`src/rtl/trd_pkg.sv`:
```
package trd_pkg;

   localparam int SEL_W = 2;

   typedef enum logic [SEL_W-1:0] {
      R1_CLR  = 2'd0,
      R1_KEEP = 2'd1,
      R1_MIX  = 2'd2,
      R1_IDLE = 2'd3
   } r1_op_e;

   typedef enum logic [SEL_W-1:0] {
      R2_CLR  = 2'd0,
      R2_KEEP = 2'd1,
      R2_LOAD = 2'd2,
      R2_DBL  = 2'd3
   } r2_op_e;

   typedef enum logic [SEL_W-1:0] {
      R3_CLR  = 2'd0,
      R3_KEEP = 2'd1,
      R3_SUM  = 2'd2,
      R3_IDLE = 2'd3
   } r3_op_e;

   localparam int MUL_OPERATOR = 0;
   localparam int MUL_SHIFTADD = 1;

endpackage

```
`src/rtl/trd_reg.sv`:
```
module trd_reg #(
   parameter int DW = 8
) (
   input  logic          clk,
   input  logic          rst,
   input  logic          clr,
   input  logic          ld,
   input  logic [DW-1:0] d,
   output logic [DW-1:0] q
);

   always_ff @(posedge clk) begin
      if (rst || clr) begin
         q <= '0;
      end else if (ld) begin
         q <= d;
      end
   end

endmodule

```
`src/rtl/trd_ops.sv`:
```
module trd_ops #(
   parameter int DW = 8
) (
   input  logic [DW-1:0] op_b,
   input  logic [DW-1:0] op_c,
   input  logic [DW-1:0] r2_cur,
   input  logic [DW-1:0] r3_cur,
   output logic [DW-1:0] mix_o,
   output logic [DW-1:0] dbl_o,
   output logic [DW-1:0] sum_o
);

   // Function unit: bitwise combination of B with the third register
   assign mix_o = op_b ^ r3_cur;

   // Left shifter: drops the top bit, zero enters at bit 0
   assign dbl_o = {r2_cur[DW-2:0], 1'b0};

   // Adder: wraps at the datapath width
   assign sum_o = op_c + r2_cur;

endmodule

```
`src/rtl/trd_mul.sv`:
```
module trd_mul #(
   parameter int DW   = 8,
   parameter int ARCH = 1
) (
   input  logic [DW-1:0]   op_a,
   input  logic [DW-1:0]   op_b,
   output logic [2*DW-1:0] prod_o
);

   localparam int PW = 2 * DW;

   generate
      if (ARCH == 0) begin : g_operator
         assign prod_o = PW'(op_a) * PW'(op_b);
      end else begin : g_shiftadd
         logic [PW-1:0] acc [0:DW];
         assign acc[0] = '0;
         for (genvar i = 0; i < DW; i++) begin : g_row
            logic [PW-1:0] pp;
            assign pp         = op_b[i] ? (PW'(op_a) << i) : '0;
            assign acc[i + 1] = acc[i] + pp;
         end
         assign prod_o = acc[DW];
      end
   endgenerate

endmodule

```
`src/rtl/tri_reg_datapath.sv`:
```
module tri_reg_datapath #(
   parameter int DW       = 8,
   parameter int MUL_ARCH = 1
) (
   input  logic                      clk,
   input  logic                      rst,
   input  logic [trd_pkg::SEL_W-1:0] sel_r1,
   input  logic [trd_pkg::SEL_W-1:0] sel_r2,
   input  logic [trd_pkg::SEL_W-1:0] sel_r3,
   input  logic [DW-1:0]             din_a,
   input  logic [DW-1:0]             din_b,
   input  logic [DW-1:0]             din_c,
   output logic [DW-1:0]             y_out,
   output logic [2*DW-1:0]           prod_out
);

   import trd_pkg::*;

   localparam int PW = 2 * DW;

   generate
      if (DW < 2 || DW > 64) begin : g_bad_width
         $error("tri_reg_datapath: DW must lie in 2..64");
      end
      if (MUL_ARCH != MUL_OPERATOR && MUL_ARCH != MUL_SHIFTADD) begin : g_bad_arch
         $error("tri_reg_datapath: MUL_ARCH must be 0 or 1");
      end
   endgenerate

   logic [DW-1:0] r1_q, r2_q, r3_q;
   logic [DW-1:0] mix_w, dbl_w, sum_w;
   logic          r1_clr, r1_ld, r2_clr, r2_ld, r3_clr, r3_ld;
   logic [DW-1:0] r1_d, r2_d, r3_d;

   trd_ops #(.DW(DW)) u_ops (
      .op_b   (din_b),
      .op_c   (din_c),
      .r2_cur (r2_q),
      .r3_cur (r3_q),
      .mix_o  (mix_w),
      .dbl_o  (dbl_w),
      .sum_o  (sum_w)
   );

   // Per-register next-value selection
   always_comb begin
      r1_clr = 1'b0;
      r1_ld  = 1'b0;
      r1_d   = mix_w;
      case (r1_op_e'(sel_r1))
         R1_CLR:  r1_clr = 1'b1;
         R1_MIX:  r1_ld  = 1'b1;
         default: ;
      endcase
   end

   always_comb begin
      r2_clr = 1'b0;
      r2_ld  = 1'b0;
      r2_d   = dbl_w;
      case (r2_op_e'(sel_r2))
         R2_CLR:  r2_clr = 1'b1;
         R2_LOAD: begin
            r2_ld = 1'b1;
            r2_d  = din_a;
         end
         R2_DBL:  r2_ld  = 1'b1;
         default: ;
      endcase
   end

   always_comb begin
      r3_clr = 1'b0;
      r3_ld  = 1'b0;
      r3_d   = sum_w;
      case (r3_op_e'(sel_r3))
         R3_CLR:  r3_clr = 1'b1;
         R3_SUM:  r3_ld  = 1'b1;
         default: ;
      endcase
   end

   trd_reg #(.DW(DW)) u_r1 (
      .clk (clk), .rst (rst), .clr (r1_clr), .ld (r1_ld), .d (r1_d), .q (r1_q)
   );

   trd_reg #(.DW(DW)) u_r2 (
      .clk (clk), .rst (rst), .clr (r2_clr), .ld (r2_ld), .d (r2_d), .q (r2_q)
   );

   trd_reg #(.DW(DW)) u_r3 (
      .clk (clk), .rst (rst), .clr (r3_clr), .ld (r3_ld), .d (r3_d), .q (r3_q)
   );

   logic [PW-1:0] prod_w;

   trd_mul #(.DW(DW), .ARCH(MUL_ARCH)) u_mul (
      .op_a   (din_a),
      .op_b   (r1_q),
      .prod_o (prod_w)
   );

   assign y_out    = r3_q;
   assign prod_out = prod_w;

endmodule

```
`config.mk`:
```
export PLATFORM = sky130hd
export DESIGN_NAME = tri_reg_datapath
export DESIGN_NICKNAME = d
export VERILOG_FILES = /design/src/rtl/trd_pkg.sv /design/src/rtl/trd_reg.sv /design/src/rtl/trd_ops.sv /design/src/rtl/trd_mul.sv /design/src/rtl/tri_reg_datapath.sv
export SDC_FILE = /design/constraint.sdc
export NUM_CORES = 1
export LEC_CHECK = 0
export CAP_MARGIN = 20
export CORE_MARGIN = 2
export CORE_UTILIZATION = 49
export CTS_CLUSTER_SIZE = 24
export DETAILED_ROUTE_END_ITERATION = 10
export GPL_TIMING_DRIVEN = 1
export HOLD_SLACK_MARGIN = 0.08
export PLACE_DENSITY = 0.88
export SLEW_MARGIN = 40
export SYNTH_ARGS = -nofsm -noshare
export SYNTH_HDL_FRONTEND = slang
export SYNTH_SLANG_ARGS = --single-unit
```
`constraint.sdc`:
```
create_clock -name clk -period 4.42 [get_ports clk]
set_input_delay 0.442 -clock clk [delete_from_list [all_inputs] [get_ports clk]]
set_output_delay 0.442 -clock clk [all_outputs]
set_load 0.005 [all_outputs]
```
---- Word level (Yosys, flattened, before mapping) ----
Cells that the tools add are included.
operators by class
  reductions and logical operators ........ 7
  add/subtract/negate cells ............... 8
  muxes and demuxes ....................... 15
  bitwise gates (word level) .............. 1
  equal/unequal tests ..................... 4
operators by type and width
  operator                                     count
  16-bit adder                                 5
  16-bit by 14-bit adder with 16-bit output    1
  16-bit by 15-bit adder with 16-bit output    1
  8-bit two-way mux                            2
  15-bit two-way mux                           1
  14-bit two-way mux                           1
  13-bit two-way mux                           1
  12-bit two-way mux                           1
  11-bit two-way mux                           1
  10-bit two-way mux                           1
  9-bit two-way mux                            1
  8-bit adder                                  1
  2-bit equality test (second input constant)  4
  8-bit bitwise XOR                            1
  2-bit zero test                              3
  1-bit two-way mux                            6
  1-bit logical OR                             3
  2-bit OR reduction                           1
word-level totals
  output and inout port bits .............. 24
  logic and storage cells ................. 38
  bits of input ports ..................... 32
  flip-flop bits (word level) ............. 24

---- Depth between registers and ports, before layout ----
Gate-level depths: netlist of the first run.
  depth in word-level cells ............... 8
  depth in mapped cells ................... 15
  mapped depth without buffers ............ 15

---- Cells and area by module ----
Synthesis of the first run repeated with hierarchy kept, for this count alone.
second synthesis, totals
  cell total of the unflattened synthesis .. 388
  area total of the unflattened synthesis .. 3519.6 µm²
by module, submodules not included
  module            instances  area each (µm²)  cells an instance  sequential area each (µm²)
  trd_mul           1          1995.7           232                0.0
  trd_reg           3          295.3            27                 160.2
  trd_ops           1          465.4            59                 0.0
  tri_reg_datapath  1          172.7            16                 0.0

---- Least setup slack after synthesis of the first run ----
OpenSTA, ideal clock, no wires.
  kind .................................... input-to-output
  from .................................... in din_a[2]
  to ...................................... out prod_out[12]
  path buffers ............................ 0
  slack ................................... -0.009 ns
  data arrival time ....................... 3.987 ns
  data required time ...................... 3.978 ns
  cell stages on the path ................. 15
  path through ............................ and2_1 -> fa_1 -> inv_1 -> fa_1 -> inv_1 -> fa_1 -> inv_1 -> fa_1 -> inv_1 -> ha_1 -> nand3_1 -> o2111ai_1 -> a21o_1 -> a21oi_1 -> xnor2_1
between the ends
  word-level cells in the longest chain between the ends .. 8
  elaborated cells on any way between the ends .. 15
  those cells by class .................... add/sub: 7; mux: 8
RTL lines
  element                                                 line                    RTL
  start, declared                                         tri_reg_datapath.sv:10  input logic [DW-1:0] din_a,
  8-bit two-way mux or 9-bit two-way mux (tied branches)  trd_mul.sv:20           assign pp = op_b[i] ? (PW'(op_a) << i) : '0;
  16-bit adder (5 in series)                              trd_mul.sv:21           assign acc[i + 1] = acc[i] + pp;
  16-bit by 14-bit adder with 16-bit output               trd_mul.sv:21
  16-bit by 15-bit adder with 16-bit output *             trd_mul.sv:21
  end, declared                                           tri_reg_datapath.sv:14  output logic [2*DW-1:0] prod_out
Every way passes the cells marked *; elsewhere a longest branch is shown, timed or not.

---- Final worst setup path of the first run ----
  from .................................... in din_a[3]
  to ...................................... out prod_out[12]
The elaborated chain is that of the path after synthesis.

==> results of run 1 <==
[final timing paths]
path / startpoint / endpoint / slack (ns) / cells past startpoint
worst max-delay path: din_a[3] / prod_out[12] / -0.24 / 18
worst min-delay path: u_r3.q[5] / u_r3.q[5] / 0.51 / 2
worst min register to register: u_r3.q[5] / u_r3.q[5] / 0.51 / 2
worst max register to register: u_r2.q[0] / u_r3.q[6] / 2.51 / 8
[cell usage after synthesis, types with 2 or more instances]
library cell  number  share of area [%]
nor3_1             4               0.62
o21a_1             2               0.47
and3_1             2               0.39
xnor2_1            7                1.9
a21o_1             2               0.47
xor2_1            12                3.3
ha_1              38                 15
nand2_1           23                2.7
nor2_1            32                3.7
dfxtp_1           24                 15
and2_1            52                 10
a21oi_1           14                2.2
or2_2              2               0.39
a22oi_1           18                4.2
nand2b_1           3               0.58
o21ai_0            8                1.2
clkbuf_1           8               0.93
fa_1              39                 24
nor3b_1            2               0.47
nand3_1            7                1.1
inv_1             42                4.9
nor2b_1            4               0.78
mux2_2             7                2.4
[layer usage]
layer	GRT usage [%]	vias to the layer above	share of wire [%]
li1	-	1395	-
met1	29.0	1503	40
met2	45.6	87	54
met3	3.02	18	4.0
met4	2.89	2	2.1
met5	0	-	0.15
[final cells by class]
| cell class | instances | area, um2 | area share (%) |
|---|---|---|---|
| Clock buffer | 3 | 41.3 | 0.942 |
| Tap cell | 77 | 96.3 | 2.20 |
| Sequential cell | 24 | 493 | 11.2 |
| Inverter | 42 | 158 | 3.59 |
| Multi-Input combinational cell | 290 | 2730 | 62.2 |
| Timing Repair Buffer | 102 | 840 | 19.1 |
| Clock inverter | 1 | 30.0 | 0.685 |
[flip-flops by register name, summed over array words and instances, names as in the netlist]
name    flops
u_r1.q      8
u_r3.q      8
u_r2.q      8
[repair_timing]
action,4_1_cts,5_1_grt
endpoints found under the setup margin,10,8
gates cloned,0,0
pin swaps,38,12
setup buffers,5,2
resized for setup,95,13
[placed cells by master, fill, tap and decap left out, types with 5 or more instances in the layout]
master,n
o21ai_0,7
mux2_2,7
and2_1,45
xor2_1,12
a21oi_1,9
clkdlybuf4s50_1,37
buf_4,45
fa_1,34
and2_4,7
buf_2,14
ha_1,33
inv_1,38
dfxtp_1,18
a22oi_1,18
nor2_1,31
fa_2,5
xnor2_1,6
nand2_1,21
[through the flow]
step           TNS, ns  area [um2]
6_report         -1.13        4390
5_1_grt          -2.13        4390
4_1_cts         -0.381        4330
3_5_place_dp     -8.65        4150
3_3_place_gp     -7.80        4150
2_1_floorplan        0        3230
[report_power, final]
group	internal [mW]	total [mW]	switching (mW)	leakage (nW)
sequential	0.226	0.237	0.0117	0.199
clock	0.121	0.194	0.0730	0.0357
combinational	0.174	0.332	0.158	1.95
total	0.521	0.764	0.243	2.18
[worst max-delay path, stage by stage]
cell and delay, ns:
buf_2 0.16, and2_1 0.20, fa_1 0.53, inv_2 0.04, fa_1 0.49, inv_1 0.05
fa_1 0.49, inv_1 0.06, fa_1 0.51, inv_2 0.06, ha_4 0.26, nand3_2 0.10
o2111ai_4 0.13, buf_6 0.15, a21o_1 0.15, a21oi_2 0.13, xnor2_1 0.12, buf_2 0.13
[kinds of logic (layout without fill, tap and decap cells)]
kind of cell,count (synthesis),after routing,share of synthesized area [%]
DFF,24,24,14.9
AOI/OAI and AO/OA,53,53,10.9
and+or+nand+nor,133,133,21.4
muxes,8,8,2.76
buffers and inverters,50,148,5.83
xor gates and xnor gates,19,19,5.17
adders and majority gates,77,77,39.0
==> run metrics, run 1 <==
syn_nets=about 470; min-delay worst type=register to register; Max-cap violations=0; gpl congestion=0.853; Worst-path clk slew=roughly 0.080 ns; io pins=56; minimum clock period=4.66 ns; DR DRC count=0; Antenna Cells=0; Synth warnings=0; WP data required=approximately 4 ns; crit end category=primary output; Clock Latency Late Sink=approximately 0.27 ns; chip width=85.1 um; number of synthesized flops with an enable pin=0; Worst Path Arrival=4.21 ns; remaining global-route overflow=0; vias per cell=around 5.6; outcome=complete, but fails checks; Clock Path Buffers=2; Starting Density=about half; sequential area share after synthesis=14.9%; hold slack=just over 0.5 ns; Worst-Margin Slew=between 0.5 and 0.6 ns; RSZ-0062 raised after global routing=yes; Pins Over Slew Limit=0; CTS H-tree depth=1; main flop type after synthesis=dfxtp_1; pre-CTS setup slack=-1.12 ns; first-pass iteration count of the detailed router=4; Inst Count DP=528; Final WS setup=-0.236 ns; fill cell count=437; Power, Total=764 uW; Root Buffer=clkbuf_8; Core Region=6350 um2; failing checks=negative setup slack; WL/cell=~16 um; Async SR Flop Fraction=0%; worst-path fanout max=8; area grow syn2layout=36.2%; max frequency=around 0.21 GHz; hold_buf cts=0; Die Span Y=around 85 um; post-route clock period utilization=105%; Sink Count=24; Vias=~3000; Post-Synthesis Cells=364; Avg Inst Size Synth=~9 um2; number of global-route vias before repair=approximately 3200; GRT Total Usage=a little under a quarter; count of input and output buffers=55; pin count of the biggest net entering global routing=25; Final Setup Violations=6; initial antenna violation count=1; CTS tree=built; Rel. slew slack=63.7%; library cells used by synthesis=35; CP Launch Type=input port; layout cell share with drive strength beyond 1=roughly a quarter; Cell Count, Final, Fillers Out=roughly 540; P_leak=about 2.2 nW; synthesized area=3220 um2; Post-Route WL=8770 um; power density over the cells=~170 nW/um2; utilization after layout=between 60% and 70%; CP Class=input port to primary output; Detail Placement HPWL=roughly 6600 um; remaining antenna violation count=0; Worst VDD drop=around 0.17 mV; fin nets=~570; initial DRC count=163; first-pass GRT wire length=around 14000 um; site row count=29; TritonCTS Buffers=3; die area=7230 um2; flop and latch count out of synthesis=24; Final Hold Fails=0; Setup Skew=approximately 0.0034 ns
Power figures use the tool's default switching activity.
==> inputs of run 2 (changes only) <==
--- a/config.mk
+++ b/config.mk
@@ -12,7 +12,7 @@
 export DETAILED_ROUTE_END_ITERATION = 10
 export GPL_TIMING_DRIVEN = 1
 export HOLD_SLACK_MARGIN = 0.08
-export PLACE_DENSITY = 0.88
+export PLACE_DENSITY = 0.75
 export SLEW_MARGIN = 40
 export SYNTH_ARGS = -nofsm -noshare
 export SYNTH_HDL_FRONTEND = slang
==> run 2 against run 1 <==
Compared with the run above: the flow still finishes with violations (negative setup slack); via count decreased by 2.2%; design area up 1.7%; power is 5.5% lower; setup slack got worse by 0.028 ns; combinational power increased by 2%; first-iteration DRC count shrank 38%; critical endpoint unchanged.
==> run metrics, run 2 (synthesized netlist as in run 1, its figures left out) <==
combinational share of power=around 47%; Root Buffer=clkbuf_8; Clock Latency Late Sink=0.27 ns; outcome=complete, but fails checks; io pins=56; Worst-path clk slew=about 0.08 ns; CTS tree=built; Vias=between 2000 and 3000; vias per cell=roughly 5.4; number of global-route vias before repair=between 2000 and 3000; net load switching power=about 240 uW; RSZ-0062 raised after global routing=yes; Switching Share=roughly a third; CTS H-tree depth=1; fin nets=between 500 and 600; Worst-Margin Slew=around 0.56 ns; min-delay worst type=register to register; commonest non-fill, non-tap cell in the layout=buf_4; layout cell share with drive strength beyond 1=27.5%; GRT Total Usage=around 22%; clock share of power=between 20% and 30%; crit end category=primary output; gpl congestion=approximately 0.84; power density over the cells=roughly 160 nW/um2; Antenna Cells=0; hold_buf cts=0; worst-path fanout max=4; Final WS setup=-0.264 ns; CP Class=input port to primary output; die area=7230 um2; DR DRC count=0; first-pass GRT wire length=between 10000 and 15000 um; busiest grt layer=met2; TritonCTS Buffers=3; Pint=around 480 uW; first-pass iteration count of the detailed router=4; pin count of the biggest net entering global routing=25; Detail Placement HPWL=~6100 um; max frequency=approximately 0.21 GHz; Die Span Y=between 80 and 90 um; area grow syn2layout=38.6%; Sink Count=24; site row count=29; CP Launch Type=input port; Clock Path Buffers=2; met3 usage=under 10%; Worst Path Arrival=4.24 ns; initial antenna violation count=0; WP data required=between 3 and 4 ns; fill cell count=about 480; Worst VDD drop=about 0.22 mV; Rel. slew slack=a little over three fifths; chip width=around 85 um; post-route clock period utilization=106%; WL/cell=about 15 um; remaining global-route overflow=0; met1 Usage GRT=between 20% and 30%; count of input and output buffers=between 50 and 60; Post-Route WL=~8000 um; Setup Skew=about 0.0022 ns; pre-CTS setup slack=-1.10 ns; minimum clock period=4.68 ns; remaining antenna violation count=0; Max-cap violations=0; Reg power frac=32.7%; Total Neg Setup Slack=-1.23 ns; top flop regs=u_r1.q x8, u_r2.q x8, u_r3.q x8; Starting Density=between 50% and 60%; P_leak=~2.2 nW; Final Hold Fails=0; hold slack=slightly above 0.5 ns; M2 GR Usage=approximately 42%; failing checks=negative setup slack; most frequent cells in the layout=48 x buf_4, 42 x and2_1, 37 x clkdlybuf4s50_1, 35 x inv_1, 35 x fa_1; Pins Over Slew Limit=0; initial DRC count=just over 100; Core Region=about 6300 um2; Final Setup Violations=7
==> run 2: cell types whose count changed in the layout (fill, tap and decap cells not counted), moves of 3 or more <==
cell    delta
and2_1     -3
and2_4     +3
buf_2      -3
buf_4      +3
inv_1      -3
inv_2      +3
==> run 2: area by class of cell <==
class                   instances  area, um2  share of cell area, %
clock buffers                   4       55.1                   1.23
multi-input cells             290       2770                   62.2
inverters                      42        158                   3.53
repair buffers                106        883                   19.8
flip-flops and latches         24        495                   11.1
well taps                      77       96.3                   2.16
==> run 2: per-layer routing <==
layer	vias up	wire length, um
li1	1404	-
met1	1456	3400
met2	63	4270
met3	16	222
met4	0	106
met5	-	0
==> run 2: critical path, cell delays in order <==
cell	delay (ns)
clkdlybuf4s15_1	0.24
and2_4	0.20
fa_1	0.48
fa_1	0.53
fa_1	0.51
inv_1	0.07
fa_1	0.53
inv_2	0.05
ha_4	0.31
nand3_4	0.09
o2111ai_4	0.21
buf_6	0.12
a21o_1	0.11
a21oi_2	0.06
xnor2_1	0.15
buf_2	0.14
==> run 2: power groups by stage <==
stage	Clock [mW]	Combinational, mW	Sequential, mW
global route	0.163	0.368	0.238
global placement	0	0.291	0.242
finish	0.148	0.337	0.236
CTS	0.152	0.314	0.237
detailed placement	0	0.301	0.242
floorplan	0	0.155	0.240
==> run 2: path summary, 6_finish.rpt <==
check	startpoint	end	slack [ns]	cells past startpoint
worst max-delay path	din_a[6]	prod_out[12]	-0.26	16
worst min-delay path	u_r3.q[5]	u_r3.q[5]	0.52	2
worst max register to register	u_r2.q[1]	u_r3.q[7]	2.53	6
worst min register to register	u_r3.q[5]	u_r3.q[5]	0.52	2
==> run 2: repair_timing <==
item / in CTS / in global routing
buffers inserted: 5 / 3
pin swaps: 36 / 14
resized for setup: 92 / 24
endpoints found under the setup margin: 10 / 9
==> run 2: per-stage QoR <==
stage          instances  cell area [um2]  total power [mW]  utilization, %
3_3_place_gp         531             4170             0.533            65.7
2_1_floorplan        364             3230             0.395               -
3_5_place_dp         531             4170             0.543            65.7
5_1_grt              543             4460             0.769            70.3
4_1_cts              540             4360             0.703            68.7
6_report             543             4460             0.722            70.3
